===== config.mk =====
export PLATFORM = sky130hd
export DESIGN_NAME = eff_addr_gen
export DESIGN_NICKNAME = d
export VERILOG_FILES = /design/src/rtl/eag_pkg.sv /design/src/rtl/eag_control.sv /design/src/rtl/eag_datapath.sv /design/src/rtl/eff_addr_gen.sv
export SDC_FILE = /design/constraint.sdc
export NUM_CORES = 1
export LEC_CHECK = 0
export CORE_ASPECT_RATIO = 1.2
export CORE_MARGIN = 4
export CORE_UTILIZATION = 40
export DETAILED_ROUTE_END_ITERATION = 6
export PLACE_DENSITY = 0.77
export SETUP_SLACK_MARGIN = 0.3
export SLEW_MARGIN = 30
export SYNTH_ARGS = -nofsm -noshare
export SYNTH_HDL_FRONTEND = slang
export SYNTH_SLANG_ARGS = --single-unit

===== constraint.sdc =====
create_clock -name clk -period 3.65 [get_ports clk]
set_input_delay 0.365 -clock clk [delete_from_list [all_inputs] [get_ports clk]]
set_output_delay 0.365 -clock clk [all_outputs]
set_load 0.1 [all_outputs]

===== src/rtl/eag_pkg.sv =====
package eag_pkg;
  localparam int OFFSET_W = 16;
  localparam int BANK_W   = 8;
  localparam int DP_OP_W  = 8;

  typedef enum logic [2:0] {
    KIND_FETCH  = 3'd0,
    KIND_ABS    = 3'd1,
    KIND_INDEX  = 3'd2,
    KIND_LONG   = 3'd3,
    KIND_DIRECT = 3'd4,
    KIND_STACK  = 3'd5
  } accessKind_t;

  typedef struct packed {
    logic selFetch;
    logic selAbs;
    logic selIndex;
    logic selLong;
    logic selDirect;
    logic selStack;
    logic dbWrite;
    logic pbLoad;
  } strobes_t;
endpackage


===== src/rtl/eag_control.sv =====
module eag_control
  import eag_pkg::*;
(
  input  logic       clk,
  input  logic       rstN,
  input  logic [2:0] accessKind,
  input  logic       dbWrEn,
  input  logic       pbLoadEn,
  output strobes_t   strobes
);
  always_comb begin
    strobes           = '0;
    strobes.selFetch  = (accessKind == KIND_FETCH);
    strobes.selAbs    = (accessKind == KIND_ABS);
    strobes.selIndex  = (accessKind == KIND_INDEX);
    strobes.selLong   = (accessKind == KIND_LONG);
    strobes.selDirect = (accessKind == KIND_DIRECT);
    strobes.selStack  = (accessKind == KIND_STACK);
    strobes.dbWrite   = dbWrEn;
    strobes.pbLoad    = pbLoadEn;
  end

  // at most one address source is selected per cycle
  assert_selOnehot_R9: assert property (@(posedge clk) disable iff (!rstN)
    $onehot0({strobes.selFetch, strobes.selAbs, strobes.selIndex,
              strobes.selLong, strobes.selDirect, strobes.selStack}));
endmodule


===== src/rtl/eag_datapath.sv =====
module eag_datapath
  import eag_pkg::*;
#(
  parameter int OFS_W = OFFSET_W,
  parameter int BNK_W = BANK_W,
  parameter int DPO_W = DP_OP_W
) (
  input  logic                   clk,
  input  logic                   rstN,
  input  strobes_t               strobes,
  input  logic [OFS_W-1:0]       baseOffset,
  input  logic [OFS_W-1:0]       indexValue,
  input  logic [OFS_W-1:0]       pcValue,
  input  logic [OFS_W-1:0]       dpReg,
  input  logic [OFS_W-1:0]       stackPtr,
  input  logic [BNK_W-1:0]       longBank,
  input  logic [BNK_W-1:0]       dbWrData,
  input  logic [BNK_W-1:0]       pbLoadData,
  output logic [OFS_W+BNK_W-1:0] busAddr,
  output logic                   penaltyCycle,
  output logic [BNK_W-1:0]       progBank,
  output logic [BNK_W-1:0]       dataBank
);
  localparam int ADDR_W = OFS_W + BNK_W;

  logic [BNK_W-1:0]  pbQ, dbQ;
  logic [OFS_W-1:0]  fetchOfs, directOfs, stackOfs;
  logic [ADDR_W-1:0] indexAddr;

  always_ff @(posedge clk) begin
    if (!rstN) begin
      pbQ <= '0;
      dbQ <= '0;
    end else begin
      if (strobes.pbLoad)  pbQ <= pbLoadData;
      if (strobes.dbWrite) dbQ <= dbWrData;
    end
  end

  // Each sum is kept to its own width, so any wrap stays inside that width.
  always_comb begin
    fetchOfs  = pcValue + baseOffset;
    directOfs = dpReg + {{(OFS_W-DPO_W){1'b0}}, baseOffset[DPO_W-1:0]};
    stackOfs  = stackPtr + baseOffset;
    indexAddr = {dbQ, baseOffset} + {{BNK_W{1'b0}}, indexValue};
  end

  always_comb begin
    busAddr = '0;
    unique case (1'b1)
      strobes.selFetch:  busAddr = {pbQ, fetchOfs};
      strobes.selAbs:    busAddr = {dbQ, baseOffset};
      strobes.selIndex:  busAddr = indexAddr;
      strobes.selLong:   busAddr = {longBank, baseOffset};
      strobes.selDirect: busAddr = {{BNK_W{1'b0}}, directOfs};
      strobes.selStack:  busAddr = {{BNK_W{1'b0}}, stackOfs};
      default:           busAddr = '0;
    endcase
  end

  assign penaltyCycle = strobes.selDirect & (|dpReg[DPO_W-1:0]);
  assign progBank     = pbQ;
  assign dataBank     = dbQ;

  assert_dbHold_R9: assert property (@(posedge clk) disable iff (!rstN)
    !strobes.dbWrite |=> $stable(dbQ));
  assert_pbHold_R9: assert property (@(posedge clk) disable iff (!rstN)
    !strobes.pbLoad |=> $stable(pbQ));
  assert_dbLoad_R9: assert property (@(posedge clk) disable iff (!rstN)
    strobes.dbWrite |=> (dbQ == $past(dbWrData)));
  assert_resetBanks_R1: assert property (@(posedge clk) disable iff (!rstN)
    $rose(rstN) |-> (pbQ == '0 && dbQ == '0));
  assert_fetchBank_R2: assert property (@(posedge clk) disable iff (!rstN)
    strobes.selFetch |-> (busAddr[ADDR_W-1:OFS_W] == pbQ));
endmodule


===== src/rtl/eff_addr_gen.sv =====
module eff_addr_gen
  import eag_pkg::*;
(
  input  logic        clk,
  input  logic        rstN,
  input  logic [2:0]  accessKind,
  input  logic [15:0] baseOffset,
  input  logic [15:0] indexValue,
  input  logic [15:0] pcValue,
  input  logic [15:0] dpReg,
  input  logic [15:0] stackPtr,
  input  logic [7:0]  longBank,
  input  logic        dbWrEn,
  input  logic [7:0]  dbWrData,
  input  logic        pbLoadEn,
  input  logic [7:0]  pbLoadData,
  output logic [23:0] busAddr,
  output logic        penaltyCycle,
  output logic [7:0]  progBank,
  output logic [7:0]  dataBank
);
  strobes_t strobes;

  eag_control u_control (
    .clk        (clk),
    .rstN       (rstN),
    .accessKind (accessKind),
    .dbWrEn     (dbWrEn),
    .pbLoadEn   (pbLoadEn),
    .strobes    (strobes)
  );

  eag_datapath #(.OFS_W(OFFSET_W), .BNK_W(BANK_W), .DPO_W(DP_OP_W)) u_datapath (
    .clk          (clk),
    .rstN         (rstN),
    .strobes      (strobes),
    .baseOffset   (baseOffset),
    .indexValue   (indexValue),
    .pcValue      (pcValue),
    .dpReg        (dpReg),
    .stackPtr     (stackPtr),
    .longBank     (longBank),
    .dbWrData     (dbWrData),
    .pbLoadData   (pbLoadData),
    .busAddr      (busAddr),
    .penaltyCycle (penaltyCycle),
    .progBank     (progBank),
    .dataBank     (dataBank)
  );

  assert_directBankZero_R6: assert property (@(posedge clk) disable iff (!rstN)
    (accessKind == 3'd4) |-> (busAddr[23:16] == 8'h00));
  assert_stackBankZero_R7: assert property (@(posedge clk) disable iff (!rstN)
    (accessKind == 3'd5) |-> (busAddr[23:16] == 8'h00));
  assert_penaltyKind_R8: assert property (@(posedge clk) disable iff (!rstN)
    penaltyCycle |-> (accessKind == 3'd4));
  assert_longBank_R5: assert property (@(posedge clk) disable iff (!rstN)
    (accessKind == 3'd3) |-> (busAddr == {longBank, baseOffset}));
endmodule


# ---- After elaboration in Yosys (flattened, before gate mapping)
# Index checks and enable logic that the tools add are counted.
dict set report word_totals {
  reg_bits 16
  memories 0
  ram_bits 0
  out_inout_bits 41
  romBits 0
  latchBits 0
  input_bits 111
}
dict set report op_classes {
  n_mul 0
  bitwise_logic 1
  reduce_logical 2
  shifts 0
  order_cmp 0
  n_eq_ne 5
  div 0
  n_mux 1
  n_addsub 4
}
# operator count
set op_table {}
lappend op_table {{24-bit case mux with 6 select lines} 1}
lappend op_table {{16-bit adder} 2}
lappend op_table {{24-bit by 16-bit adder with 24-bit output} 1}
lappend op_table {{16-bit by 8-bit adder with 16-bit output} 1}
lappend op_table {{8-bit OR reduction} 1}
lappend op_table {{3-bit by 2-bit == test with 1-bit output, second input constant} 2}
lappend op_table {{3-bit == test, second input constant} 2}
lappend op_table {{3-bit by 1-bit == test with 1-bit output, second input constant} 1}
lappend op_table {{3-bit zero test} 1}
lappend op_table {{1-bit AND} 1}

# ---- Logic depth before layout (Yosys ltp)
dict set report depth {
  word_depth 2
  mapped_depth 14
}

# ---- Hierarchy
# From an unflattened synthesis, not the netlist that was laid out.
dict set report unflattened {
  cells_unflattened 482
  area_unflattened_um2 3634.7
}
# module cells_each area_each_um2 seq_area_each_um2 instances
set by_module_without_submodules {}
lappend by_module_without_submodules {eag_datapath 474 3572.2 320.3 1}
lappend by_module_without_submodules {eag_control 8 62.6 0.0 1}

# ---- Least setup slack after synthesis
# OpenSTA, ideal clock, no wires.
dict set report synth_timing {
  path_type {input to output}
  start {input accessKind[2]}
  end {output busAddr[14]}
  cell_stages 14
  path_buffers 2
  t_required_ns 3.285
  slack_ns -2.091
  arrival_time_ns 5.376
  cell_sequence {clkbuf_1 -> nand3b_1 -> clkbuf_1 -> mux2_2 -> ha_1 -> fa_1 -> a21o_1 -> a21oi_1 -> o21ai_0 -> a31oi_1 -> o221ai_1 -> a21oi_1 -> xor2_1 -> o21ai_0}
}
dict set report synth_between {
  elab_chain_cells 2
}
# element line
set synth_rtl {}
lappend synth_rtl {{from (decl)} eff_addr_gen.sv:6} ;# input logic [2:0] accessKind,
lappend synth_rtl {{3-bit == test (tied with other cells)} eag_control.sv:18} ;# strobes.selStack = (accessKind == KIND_STACK);
lappend synth_rtl {{24-bit case mux with 6 select lines (*)} eag_datapath.sv:50} ;# unique case (1'b1)
lappend synth_rtl {{to (decl)} eff_addr_gen.sv:17} ;# output logic [23:0] busAddr,
# Mark *: on every way between the ends. The rest lies on a longest branch, timed or not.

# ---- Final worst setup path
dict set report layout_timing {
  start {input accessKind[1]}
  end {output busAddr[8]}
}
# Same word-level chain as after synthesis.

==> run summary <==
total wire length: 13.84 mm
first-pass GRT wire length: 20.44 mm
Fin. Hold Viols: 0
Rel. slew slack: 33.28%
max incr delay on CP: 370 ps
arrival time at the worst endpoint: 3080 ps
net count after synthesis: 606
Worst path slowest cell: fa_2
Via density: 5.659
CTS tree: yes
post-synth top area cell: ha_1
crit end category: primary output
post-route minimum period: 3450 ps
# IOs: 152
Synth-to-Final Area Change: 87.36%
floorplan row count: 37
Core ar.: 8518 um2
Worst R2R Start: u_datapath.dataBank[0]
worst slew pin tran: 997.6 ps
diodes inserted: 0
Buffers on Ports: 151
global route overflow: 0
CP top delay family: compound AO/OA/AOI/OAI gates
Peak Freq: 289.9 MHz
Main synth FF type: dfxtp_1
most used cell, CP: buf_6
ys async rst share: 0%
period utilisation layout: 94.51%
largest net degree at the start of global routing: 20
sequential share of the synthesized area: 9.219%
number of global-route vias before repair: 4420
Max Cap Viol: 0
crit path cell chain: buf_6, nand3b_1, buf_6, mux2_4, fa_2, a21o_1, a21oi_2, o21ai_2, buf_4, or2_4, a21oi_4, xnor2_2, a22oi_2, nand2_4, buf_12
Final HPWL DP: 10.87 mm
maximum clock path buffer count: 2
top cells by area, synth: ha_1, dfxtp_1, mux2i_1
most frequent cell after synthesis: a21oi_1
DP Area: 5857 um2
Skew-Pair Late Insertion Delay: 250 ps
routed vias: 4318
router iterations before antenna repair: 5
synth warn: 0
status: finished clean
synth unique cells: 55
Worst setup SP type: input pin
Hold Buf Count CTS: 0
r2r setup slk: 2750 ps
CP Max Fanout: 3
All-Layer GR Usage: 24.65%
placer's final routability congestion estimate: 0.9298
design area: 6510 um2
Root Driver: clkbuf_8
Bufs and invs on worst path: 4
H-tree Lvls: 1
clock slew seen by the registers of the worst setup and hold paths: 60 ps
CP startpoint: accessKind[1]
share of layout cells above drive strength 1: 33.44%
#FFs+latches synth: 16
Synth top area share: 14.76%
Max Slew Vio Count: 0
Max VDD drop: 0.2987 mV
Pwr Total: 0.001771 W
initial antenna violation count: 0
DIE AREA: 10250 um2
Mean Syn Cell Area: 7.704 um2
critical path class: in2out
Starting Density: 40.79%
# setup viols final: 0
CTS sink count: 16
Die X: 93.08 um
Die Y: 110.1 um
HP Start: u_datapath.progBank[4]
Cells after Synth: 451
worst hold margin: 549.9 ps
pwr dens: 272.0 nW/um2
routed len/inst: 18.13 um
Leak Pwr: 2.625 nW
Final ANT Viol Nets: 0
DR iter-0 viols: 176
worst hold path type: reg2reg
residual DRC count: 0
Post-synth EDFFs: 0
clock skew: 0 ps
CTS buffer count: 3
worst path required time: 3280 ps
unrepaired setup endpoints after global routing: true
fin nets: 802
Post-synth top cells: a21oi_1, ha_1, nor2_1
Synth Cell Area: 3475 um2
where the power goes:
| group | internal, W | switching (W) | total (W) |
|---|---|---|---|
| clock | 0.0000957 | 0.0000585 | 0.000154 |
| combinational | 0.000616 | 0.000797 | 0.00141 |
| sequential | 0.000185 | 0.0000181 | 0.000203 |
| total | 0.000897 | 0.000874 | 0.00177 |
worst min-delay path: cells and delay by family (launching register included):
| family | cells | cell delay (ps) |
|---|---|---|
| flip-flops | 1 | 320 |
| multiplexers | 1 | 130 |
| AND/OR/NAND/NOR | 1 | 60 |
path summary, 6_finish.rpt:
check                                 to  cells after the start
setup / recovery              busAddr[8]                     15
hold / removal    u_datapath.progBank[4]                      2
setup reg to reg  u_datapath.dataBank[0]                      2
hold reg to reg   u_datapath.progBank[4]                      2
flip-flops by register name, indices dropped and copies added, names as in the netlist:
register / cells
u_datapath.dataBank: 8
u_datapath.progBank: 8
repair_timing:
item                                   in CTS  in global routing
endpoints found under the hold margin       0                  0
setup buffers                              10                  6
gates resized for setup                    65                 73
setup endpoints to repair                  19                 16
pin swaps                                  38                 46
logic make-up (layout without fill, tap and decap cells):
| logic type | Yosys count | after routing | synth area share (%) |
|---|---|---|---|
| AO/OA/AOI/OAI | 141 | 141 | 28.34 |
| XOR/XNOR | 42 | 42 | 10.59 |
| multiplexers | 41 | 41 | 12.35 |
| flip-flops | 16 | 16 | 9.219 |
| AND/OR/NAND/NOR | 134 | 134 | 19.37 |
| buffers and inverters | 33 | 228 | 3.637 |
| adder cells (fa/ha/maj) | 44 | 44 | 16.49 |
layout make-up:
class | count | area [um2]
flip-flops and latches | 16 | 320.3
repair buffers | 210 | 2206
fillers | 616 | 2008
well taps | 117 | 146.4
clock buffers | 4 | 55.05
inverters | 14 | 52.55
multi-input cells | 402 | 3730
placed cells by master (no fill, tap or decap), types with 5 or more instances in the layout:
| cell type | count |
|---|---|
| a21o_1 | 7 |
| nor2_1 | 32 |
| nand2_1 | 26 |
| buf_6 | 6 |
| and3_1 | 6 |
| a22oi_1 | 8 |
| mux2i_1 | 26 |
| a21oi_4 | 5 |
| a21oi_1 | 27 |
| xor2_1 | 20 |
| nand3_1 | 10 |
| dlymetal6s2s_1 | 9 |
| buf_12 | 24 |
| mux2_2 | 13 |
| buf_4 | 54 |
| clkdlybuf4s50_1 | 101 |
| nand2b_1 | 5 |
| ha_1 | 16 |
| nor2b_1 | 22 |
| o21ai_2 | 12 |
| ha_4 | 22 |
| dfxtp_1 | 16 |
| inv_1 | 11 |
| a21oi_2 | 12 |
| o21ai_0 | 10 |
| dlygate4sd2_1 | 5 |
| xnor2_1 | 19 |
| nor3_1 | 6 |
metrics by stage:
step / std cells / utilization, % / worst slack (ps) / setup TNS [ps]
floorplan: 451 / - / -113.5 / -203.8
global placement: 743 / 68.76 / -189.8 / -744.1
detailed placement: 743 / 68.76 / -293.1 / -1650
CTS: 757 / 72.47 / 138.7 / 0
global route: 763 / 76.42 / 63.73 / 0
finish: 763 / 76.42 / 200.5 / 0
routing by layer:
layer / routed length [um] / vias up / global-route usage, %
li1: - / 2078 / -
met1: 5282 / 2036 / 27.44
met2: 7256 / 173 / 45.91
met3: 947 / 31 / 4.888
met4: 350 / 0 / 9.738
met5: 0 / - / 0
(Power assumes the default switching activity.)
